### src/rtl/sbc_pkg.sv
`timescale 1ns/1ps
package sbc_pkg;
   typedef enum logic [2:0] {
      ST_IDLE   = 3'd0,
      ST_WSETUP = 3'd1,
      ST_WPULSE = 3'd2,
      ST_WHOLD  = 3'd3,
      ST_RACC   = 3'd4
   } sbc_state_t;
endpackage

### src/rtl/sbc_wait_timer.sv
`timescale 1ns/1ps
module sbc_wait_timer #(
   parameter int CYCLES = 3
) (
   input  logic clk,
   input  logic rst_n,
   input  logic start,
   output logic last
);
   localparam int CW = (CYCLES > 1) ? $clog2(CYCLES) : 1;
   localparam logic [CW-1:0] LOAD = CW'(CYCLES - 1);

   logic [CW-1:0] cnt;

   always_ff @(posedge clk) begin
      if (!rst_n)          cnt <= '0;
      else if (start)      cnt <= LOAD;
      else if (cnt != '0)  cnt <= cnt - 1'b1;
   end

   assign last = (cnt == '0);
endmodule

### src/rtl/sbc_lane_mask.sv
`timescale 1ns/1ps
module sbc_lane_mask #(
   parameter int LANES = 2,
   parameter int LANE_W = 8
) (
   input  logic [LANES*LANE_W-1:0] din,
   input  logic [LANES-1:0]        en,
   output logic [LANES*LANE_W-1:0] dout
);
   for (genvar l = 0; l < LANES; l++) begin : g_lane
      assign dout[l*LANE_W +: LANE_W] = en[l] ? din[l*LANE_W +: LANE_W] : '0;
   end
endmodule

### src/rtl/sbc_pin_decode.sv
`timescale 1ns/1ps
module sbc_pin_decode
   import sbc_pkg::*;
#(
   parameter int LANES = 2
) (
   input  sbc_state_t       state,
   input  logic [LANES-1:0] lane_sel,
   output logic             ce_n,
   output logic             we_n,
   output logic             oe_n,
   output logic [LANES-1:0] be_n,
   output logic             dq_oe
);
   logic busy, wr_phase;

   always_comb begin
      busy     = (state != ST_IDLE);
      wr_phase = (state == ST_WSETUP) || (state == ST_WPULSE) || (state == ST_WHOLD);
      ce_n     = !busy;
      we_n     = (state != ST_WPULSE);
      oe_n     = (state != ST_RACC);
      dq_oe    = wr_phase;
   end

   for (genvar l = 0; l < LANES; l++) begin : g_be
      assign be_n[l] = !(busy && lane_sel[l]);
   end
endmodule

### src/rtl/sram_lane_ctrl.sv
`timescale 1ns/1ps
module sram_lane_ctrl
   import sbc_pkg::*;
#(
   parameter int ADDR_W = 17,
   parameter int DATA_W = 16,
   parameter int ACCESS_CYC = 3,
   localparam int LANES = DATA_W / 8
) (
   input  logic              clk,
   input  logic              rst_n,
   input  logic              req_valid,
   input  logic              req_write,
   input  logic [ADDR_W-1:0] req_addr,
   input  logic [DATA_W-1:0] req_wdata,
   input  logic [LANES-1:0]  req_be,
   output logic              req_ready,
   output logic              wr_ack,
   output logic              rd_valid,
   output logic [DATA_W-1:0] rd_data,
   output logic              sram_ce_n,
   output logic              sram_we_n,
   output logic              sram_oe_n,
   output logic [LANES-1:0]  sram_be_n,
   output logic [ADDR_W-1:0] sram_addr,
   output logic [DATA_W-1:0] sram_dq_out,
   output logic              sram_dq_oe,
   input  logic [DATA_W-1:0] sram_dq_in
);
   localparam int RW = $clog2(ACCESS_CYC + 2);
   localparam logic [RW-1:0] PULSE_LEN = RW'(ACCESS_CYC);

   if (DATA_W % 8 != 0) begin : g_bad_width
      $error("DATA_W must be a whole number of bytes");
   end
   if (ACCESS_CYC < 1) begin : g_bad_cyc
      $error("ACCESS_CYC must be at least 1");
   end
   if (ADDR_W < 1) begin : g_bad_addr
      $error("ADDR_W must be positive");
   end

   sbc_state_t        state, state_nx;
   logic [ADDR_W-1:0] addr_q;
   logic [DATA_W-1:0] data_q;
   logic [LANES-1:0]  sel_q;
   logic              accept, empty_mask, tmr_start, tmr_last;
   logic [DATA_W-1:0] masked_rd;

   assign req_ready  = (state == ST_IDLE);
   assign accept     = req_ready && req_valid;
   assign empty_mask = (req_be == '0);
   assign tmr_start  = (accept && !empty_mask && !req_write) || (state == ST_WSETUP);

   always_comb begin
      state_nx = state;
      unique case (state)
         ST_IDLE:   if (accept && !empty_mask) state_nx = req_write ? ST_WSETUP : ST_RACC;
         ST_WSETUP: state_nx = ST_WPULSE;
         ST_WPULSE: if (tmr_last) state_nx = ST_WHOLD;
         ST_WHOLD:  state_nx = ST_IDLE;
         ST_RACC:   if (tmr_last) state_nx = ST_IDLE;
         default:   state_nx = ST_IDLE;
      endcase
   end

   always_ff @(posedge clk) begin
      if (!rst_n) begin
         state    <= ST_IDLE;
         addr_q   <= '0;
         data_q   <= '0;
         sel_q    <= '0;
         wr_ack   <= 1'b0;
         rd_valid <= 1'b0;
         rd_data  <= '0;
      end else begin
         state    <= state_nx;
         wr_ack   <= 1'b0;
         rd_valid <= 1'b0;
         if (accept && !empty_mask) begin
            addr_q <= req_addr;
            data_q <= req_wdata;
            sel_q  <= req_be;
         end
         if (accept && empty_mask) begin
            wr_ack   <= req_write;
            rd_valid <= !req_write;
            rd_data  <= '0;
         end
         if (state == ST_WHOLD) wr_ack <= 1'b1;
         if (state == ST_RACC && tmr_last) begin
            rd_valid <= 1'b1;
            rd_data  <= masked_rd;
         end
      end
   end

   sbc_wait_timer #(.CYCLES(ACCESS_CYC)) i_timer (
      .clk(clk), .rst_n(rst_n), .start(tmr_start), .last(tmr_last)
   );

   sbc_lane_mask #(.LANES(LANES), .LANE_W(8)) i_mask (
      .din(sram_dq_in), .en(sel_q), .dout(masked_rd)
   );

   sbc_pin_decode #(.LANES(LANES)) i_pins (
      .state(state), .lane_sel(sel_q),
      .ce_n(sram_ce_n), .we_n(sram_we_n), .oe_n(sram_oe_n),
      .be_n(sram_be_n), .dq_oe(sram_dq_oe)
   );

   assign sram_addr   = addr_q;
   assign sram_dq_out = data_q;

   // Strobe run-length counters used only by the checks below
   logic [RW-1:0] we_run, oe_run;
   always_ff @(posedge clk) begin
      if (!rst_n) begin
         we_run <= '0;
         oe_run <= '0;
      end else begin
         we_run <= sram_we_n ? '0 : we_run + 1'b1;
         oe_run <= sram_oe_n ? '0 : oe_run + 1'b1;
      end
   end

   assert_idle_quiet_R1: assert property (@(posedge clk) disable iff (!rst_n)
      req_ready |-> sram_ce_n && sram_we_n && sram_oe_n && (&sram_be_n) && !sram_dq_oe);

   assert_we_len_R2: assert property (@(posedge clk) disable iff (!rst_n)
      $rose(sram_we_n) |-> we_run == PULSE_LEN);

   assert_wr_setup_R2: assert property (@(posedge clk) disable iff (!rst_n)
      $fell(sram_we_n) |-> $stable(sram_addr) && $stable(sram_be_n) && $stable(sram_dq_out)
                           && $past(sram_dq_oe) && $past(!sram_ce_n));

   assert_wr_hold_R2: assert property (@(posedge clk) disable iff (!rst_n)
      $rose(sram_we_n) |-> sram_dq_oe && !sram_ce_n && $stable(sram_addr)
                           && $stable(sram_be_n) && $stable(sram_dq_out));

   assert_write_needs_ce_R2: assert property (@(posedge clk) disable iff (!rst_n)
      !sram_we_n |-> !sram_ce_n && sram_oe_n);

   assert_rd_shape_R4: assert property (@(posedge clk) disable iff (!rst_n)
      !sram_oe_n |-> sram_we_n && !sram_ce_n && !sram_dq_oe);

   assert_oe_len_R4: assert property (@(posedge clk) disable iff (!rst_n)
      $rose(sram_oe_n) |-> oe_run == PULSE_LEN);

   for (genvar l = 0; l < LANES; l++) begin : g_rd_chk
      assert_rd_lane_zero_R5: assert property (@(posedge clk) disable iff (!rst_n)
         (rd_valid && $past(sram_be_n[l])) |-> rd_data[l*8 +: 8] == 8'h00);
   end

   assert_rd_pulse_R5: assert property (@(posedge clk) disable iff (!rst_n)
      rd_valid |=> !rd_valid);

   assert_no_contention_R6: assert property (@(posedge clk) disable iff (!rst_n)
      sram_dq_oe |-> sram_oe_n && $past(sram_oe_n));

   assert_busy_ignored_R7: assert property (@(posedge clk) disable iff (!rst_n)
      !req_ready |=> $stable(sram_addr) && $stable(sram_dq_out));

   assert_ack_pulse_R8: assert property (@(posedge clk) disable iff (!rst_n)
      wr_ack |=> !wr_ack);

   assert_done_exclusive_R8: assert property (@(posedge clk) disable iff (!rst_n)
      !(wr_ack && rd_valid));

   assert_empty_mask_R9: assert property (@(posedge clk) disable iff (!rst_n)
      (req_ready && req_valid && req_be == '0) |=> sram_ce_n && (wr_ack || rd_valid));
endmodule

### config.mk
export PLATFORM = sky130hd
export DESIGN_NAME = sram_lane_ctrl
export DESIGN_NICKNAME = d
export VERILOG_FILES = /design/src/rtl/sbc_pkg.sv /design/src/rtl/sbc_wait_timer.sv /design/src/rtl/sbc_lane_mask.sv /design/src/rtl/sbc_pin_decode.sv /design/src/rtl/sram_lane_ctrl.sv
export SDC_FILE = /design/constraint.sdc
export NUM_CORES = 1
export LEC_CHECK = 0
export BUFFER_PORTS_ARGS = -buffer_cell sky130_fd_sc_hd__buf_2
export CAP_MARGIN = 15
export CORE_ASPECT_RATIO = 0.5
export CORE_MARGIN = 2
export CORE_UTILIZATION = 23
export DETAILED_ROUTE_END_ITERATION = 7
export GPL_TIMING_DRIVEN = 0
export PLACE_DENSITY = 0.56
export SLEW_MARGIN = 25
export SYNTH_ARGS = -nofsm -noshare
export SYNTH_HDL_FRONTEND = slang
export SYNTH_SLANG_ARGS = --single-unit
export TNS_END_PERCENT = 5
### constraint.sdc
create_clock -name clk -period 2.3 [get_ports clk]
set_input_delay 0.115 -clock clk [delete_from_list [all_inputs] [get_ports clk]]
set_output_delay 0.115 -clock clk [all_outputs]
set_load 0.02 [all_outputs]
==> results of run 1 <==
[routing by layer]
metal  track usage, %  wire [um]  vias up
met5                0          0        -
met2             21.3       3440       59
met1             16.4       3450     1104
met4             4.38         95        0
li1                 -          -     1237
met3             4.43        430        9
[cell type report]
| type | instances | area, um2 | share of cell area [%] |
|---|---|---|---|
| sequential | 58 | 1160 | 34.0 |
| multi-input combinational | 188 | 1090 | 31.9 |
| timing repair buffer | 111 | 556 | 16.3 |
| clock buffer | 14 | 274 | 8.02 |
| tap | 140 | 175 | 5.12 |
| buffer | 30 | 140 | 4.10 |
| inverter | 3 | 11.3 | 0.329 |
| clock inverter | 2 | 10.0 | 0.293 |
[cells in the mapped netlist]
master     n
or3b_2     1
nand3_1   51
nor4_1     1
o21a_1     2
a21o_1     1
o22ai_4    1
o21ai_0   35
nand4b_1   1
or2_2      2
a21boi_1   6
o22ai_1   16
buf_1      1
xnor2_1    1
buf_4      3
clkbuf_1  23
or4b_4     1
buf_2      1
buf_6      2
a21boi_0  31
nand3b_1   1
a21oi_1    1
nand2_1   24
dfxtp_1   58
or3_1      2
inv_1      3
nor2_1     6
nor3_1     1
nor4b_4    1
nor3b_1    2
[power groups by stage]
stage               clock network (mW)  logic, mW  registers, mW
finish                            1.25      0.459           1.08
global route                      1.33      0.510           1.09
CTS                               1.29      0.467           1.08
detailed placement                   0      0.466           1.11
global placement                     0      0.465           1.11
floorplan                            0      0.230           1.16
[worst max-delay path, stage by stage, from the launching register on]
cell,delay (ns)
dfxtp_1,0.30
buf_6,0.13
or4b_4,0.55
buf_6,0.16
o22ai_4,0.26
buf_4,0.24
o22ai_1,0.10
[kinds of logic (layout without fill, tap and decap cells)]
logic type / after synthesis / after routing / synth area share [%]
AOI/OAI and AO/OA: 93 / 93 / 25.0
buffers and inverters: 33 / 160 / 6.30
xor gates and xnor gates: 1 / 1 / 0.364
and+or+nand+nor: 94 / 94 / 20.0
DFF: 58 / 58 / 48.3
[final timing paths]
path | to | cells after the start | slack (ns)
setup / recovery | rd_data[14] | 6 | 0.40
hold / removal | sram_addr[16] | 3 | 0.04
setup reg to reg | rd_data[14] | 6 | 0.40
hold reg to reg | rd_data[5] | 2 | 0.46
[stage by stage]
stage	hold WS, ns	area [um2]
6_report	0.0425	3420
5_1_grt	0.0365	3420
4_1_cts	0.0278	3420
3_5_place_dp	0.373	3130
3_3_place_gp	0.374	3130
2_1_floorplan	0.250	2400
[cell usage in the layout (no fill, tap or decap), types with 3 or more instances in the layout]
cell	netlist	final
buf_2	1	112
o21ai_0	35	35
o22ai_1	16	16
clkbuf_8	0	3
dfxtp_1	58	58
nand3_1	51	51
clkbuf_1	23	25
nand2_1	24	24
nor2_1	6	6
clkbuf_16	0	9
buf_4	3	3
inv_1	3	3
a21boi_1	6	6
a21boi_0	31	31
[sequential cells by signal, indices dropped and copies added (netlist names)]
| register | flops |
|---|---|
| rd_data | 16 |
| sel_q | 2 |
| sram_addr | 17 |
| state | 3 |
| sram_dq_out | 16 |
| wr_ack | 1 |
| rd_valid | 1 |
| i_timer.cnt | 2 |
==> flow_summary_export.csv, run 1 <==
group,metric,value,unit
run_status,outcome,"finished, final reports clean",
layout,antenna_cells,0,
synthesis,ys_warn_count,0,
worst_setup_path,start_kind,"flop",
worst_setup_path,cp_max_fo,10,
run,drv_cap,0,
synthesis,avgSynthCellArea,8.61,um2
floorplan,fp-row-count,26,
routing,route.detailed.drc,0,
worst_setup_path,r2r_start,"state[2]",
power,p_leak,1.45,nW
routing,drt-pass1-iter-count,4,
placed_design,gp_congestion,0.762,
clock_network,numCtsBuffers,9,
sta,clock_skew,0.00479,ns
floorplan,start_util,23.6,%
power,total_power,2.79,mW
synthesis,synthCells,279,
global_route,gr-total-overflow,0,
sta,period_share,82.7,%
power,vdd_drop_max,0.000306,V
floorplan,dieArea,11300,um2
placed_design,dpl_worst_slack,0.396,ns
worst_setup_path,worstSetupPathType,"flop to flop",
power,p_clk_share,44.7,%
layout,syn_to_final_growth,42.2,%
power,pwr-share-seq,38.8,%
synthesis,synth_nets,334,
sta,max_slew_margin,62.3,%
worst_setup_path,crit_required,2.48,ns
clock_network,clockBufferDepth,2,
sta,rsz0062_at_grt,"false",
routing,first_iter_violations,120,
power,p_per_area,817,nW/um2
worst_setup_path,critPathArrivalTime,2.08,ns
sta,hold_viol,0,
worst_hold_path,worstHoldStart,"req_addr[16]",
clock_network,clockRootBuffer,"clkbuf_16",
clock_network,cts_tree,"yes",
layout,nNetsFinal,456,
worst_hold_path,worstHoldPathType,"input pin to flop",
synthesis,synthTopCellsByArea,"dfxtp_1 48%, nand3_1 11%, a21boi_0 9.7%",
routing,wl_per_cell,13.6,um
global_route,antenna_found_initial,0,
sta,fmax,0.526,GHz
sta,tightest_slew,0.564,ns
power,p_comb_share,16.4,%
clock_network,path_clk_slew,0.05,ns
synthesis,seq_area_frac_synth,48.3,%
global_route,grt.total_usage,13.2,%
synthesis,ys_seq_elements,58,
sta,slew_viol_final,0,
placed_design,dp.cells,530,
clock_network,clock_sinks,58,
routing,viasPerCell,4.41,
clock_network,clk_latency,0.32,ns
sta,finalWorstSetupSlack,0.399,ns
routing,antenna_left,0,
floorplan,die_w,149,um
layout,postLayoutCoreUtil,33.6,%
power,internal_power,2.04,mW
routing,vias,2409,
layout,num-fill-cells,1122,
floorplan,core_area,10200,um2
worst_setup_path,startpoint,"state[2]",
synthesis,synthDistinctLibCells,29,
synthesis,synth_area_leader_cell,"dfxtp_1",
routing,wirelength,7420,um
placed_design,io_buffers,111,
power,p_switching,750,uW
global_route,grt_pass1_vias,2303,
floorplan,die_y,76.3,um
clock_network,ctsResizeCount,0,
synthesis,netlist_area,2400,um2
placed_design,dp_hpwl,5290,um
layout,drive_gt1_share,33.7,%
clock_network,cts_hold_buf,0,
sta,setup_tns,0,ns
synthesis,yosysTopAreaCellShare,48.3,%
power,netSwitchingFraction,26.9,%
sta,setup_viol_count_final,0,
clock_network,cts_setup_buffers,0,
layout,finalNonFillerCells,546,
floorplan,io_pins,113,
sta,finalCriticalPeriod,1.90,ns
clock_network,htreeDepth,3,
global_route,grt_max_degree,11,
worst_setup_path,cp-end-kind,"flop",
global_route,grt_pass1_wl,11600,um
(Power assumes the default switching activity.)
==> run 2: changes to the inputs <==
- PLACE_DENSITY: 0.56 -> 0.58
- clock period: 2.3 -> 1.55 ns (I/O delays scaled with it)
==> run 2 against run 1 <==
Compared with the run above:
- the run now ends with setup timing left
- count of clock-buffer cells in the layout is 2 lower
- clock power rose by 44%
- sequential cell count did not move
- core utilization increased by 2.2 points
- clock skew is 0.0047 ns higher
- worst hold slack lost 0.034 ns
- first-iteration DRC count is 27% lower
- critical path depth decreased by 1
- critical path type unchanged
- setup slack lost 0.48 ns
==> flow_summary_export.csv, run 2 (synthesis gave the netlist of run 1 again) <==
group,metric,value,unit
run_status,outcome,"finished with violations",
run_status,violations,"setup timing",
clock_network,path_clk_slew,0.06,ns
power,p_leak,1.56,nW
layout,largest_reg_flops,17,
worst_setup_path,worstSetupPathType,"flop to flop",
worst_setup_path,crit_family,"simple AND/OR/NAND/NOR gates",
worst_setup_path,path_buf_inv,2,
sta,max_slew_margin,54.5,%
sta,clock_skew,0.00946,ns
global_route,grt_pass1_wl,11900,um
global_route,grt_max_degree,11,
placed_design,dp_hpwl,5370,um
clock_network,htreeDepth,3,
worst_setup_path,cp-end-kind,"flop",
routing,vias,2543,
worst_hold_path,worstHoldPathType,"input pin to flop",
sta,rsz0062_at_grt,"true",
sta,finalWorstSetupSlack,-0.0764,ns
floorplan,fp-row-count,26,
placed_design,gp_congestion,0.733,
clock_network,numCtsBuffers,9,
run,drv_cap,0,
layout,final_cell_mix,"107 x buf_2, 55 x dfxtp_1, 50 x nand3_1",
sta,slew_viol_final,0,
routing,antenna_left,0,
routing,drt-pass1-iter-count,4,
floorplan,core_area,10200,um2
power,vdd_drop_max,0.000545,V
floorplan,io_pins,113,
layout,antenna_cells,0,
layout,nNetsFinal,468,
clock_network,clockBufferDepth,2,
clock_network,clock_sinks,58,
routing,first_iter_violations,88,
floorplan,start_util,23.6,%
global_route,gr-total-overflow,0,
global_route,antenna_found_initial,0,
routing,wl_per_cell,13.9,um
worst_setup_path,critPathArrivalTime,1.82,ns
sta,period_share,105,%
sta,setup_viol_count_final,30,
global_route,grt_pass1_vias,2368,
floorplan,dieArea,11300,um2
sta,fmax,0.615,GHz
routing,route.detailed.drc,0,
worst_setup_path,start_kind,"flop",
placed_design,dpl_worst_slack,-0.323,ns
worst_setup_path,cp_slowest_stage_delay,0.56,ns
layout,final_common_cell,"buf_2",
routing,wirelength,7740,um
placed_design,io_buffers,111,
worst_setup_path,slowest_stage,"or4b_4",
global_route,grt.total_usage,13.5,%
layout,num-fill-cells,1079,
worst_setup_path,ff2ff_setup_slack,-0.08,ns
floorplan,die_y,76.3,um
sta,tightest_slew,0.680,ns
clock_network,cts_tree,"yes",
clock_network,clk_latency,0.32,ns
worst_setup_path,crit_required,1.74,ns
power,p_per_area,1160,nW/um2
sta,hold_viol,0,
clock_network,clockRootBuffer,"clkbuf_16",
sta,setup_tns,-1.11,ns
routing,viasPerCell,4.57,
layout,syn_to_final_growth,51.3,%
floorplan,die_w,149,um
sta,finalCriticalPeriod,1.63,ns
worst_setup_path,cp_max_fo,7,
worst_setup_path,crit_chain,"or4b_4 > buf_8 > o22ai_4 > buf_6 > o22ai_1",
layout,drive_gt1_share,40.3,%
sta,finalHoldWorstSlack,0.00809,ns
## run 2: cell types whose count changed in the layout (fill, tap and decap cells not counted), sizes merged
cell | before | now
dlygate4sd3 | 0 | 2
clkinv | 2 | 3
buf | 118 | 132
clkbuf | 37 | 31
## run 2: worst paths after layout
| check | start | end | depth (start not counted) |
|---|---|---|---|
| max reg2reg | state[1] | rd_data[7] | 5 |
| max | state[1] | rd_data[7] | 5 |
| min reg2reg | sram_dq_out[0] | sram_dq_out[0] | 2 |
| min | req_wdata[1] | sram_dq_out[1] | 3 |
## run 2: per-layer routing
| metal | vias up | share of wire (%) | track usage, % |
|---|---|---|---|
| met5 | - | 0 | 0 |
| met4 | 0 | 1.1 | 4.57 |
| met1 | 1200 | 45 | 16.3 |
| met3 | 9 | 5.3 | 4.37 |
| li1 | 1267 | - | - |
| met2 | 67 | 48 | 22.8 |
## run 2: per-stage QoR
stage / util, % / power [mW] / cells / cell area [um2]
2_1_floorplan: - / 2.07 / 279 / 2410
3_3_place_gp: 30.9 / 2.34 / 530 / 3140
3_5_place_dp: 30.9 / 2.34 / 530 / 3140
4_1_cts: 35.1 / 4.26 / 558 / 3570
5_1_grt: 35.7 / 4.42 / 557 / 3640
6_report: 35.7 / 4.22 / 557 / 3640
## run 2: power by group
part	switching, mW	internal, mW	total [mW]	leakage, nW
Combinational	0.469	0.339	0.807	0.951
Sequential	0.0386	1.58	1.62	0.474
Clock	0.649	1.15	1.80	0.138
## run 2: repair_timing
action                                 in CTS  in global routing
setup buffers                              11                  0
cloned                                      1                  0
endpoints found under the hold margin       1                  1
hold buffers                                1                  1
setup endpoints to repair                  52                 61
pin swaps                                   3                  8
resized for setup                          35                 48
## run 2: area by class of cell
cell class,instances,area (um2),share of cell area [%]
multi-input cells,188,1150,31.6
clock inverters,3,15.0,0.413
well taps,140,175,4.82
plain buffers,28,160,4.40
clock buffers,12,256,7.05
flip-flops and latches,58,1160,32.0
inverters,3,11.3,0.310
repair buffers,125,704,19.4
## run 2: tightest hold or removal path, delay by kind of cell
kind / cells / cell delay (ns)
AOI/OAI and AO/OA: 1 / 0.05
and+or+nand+nor: 1 / 0.05
buffers and inverters: 1 / 0.10
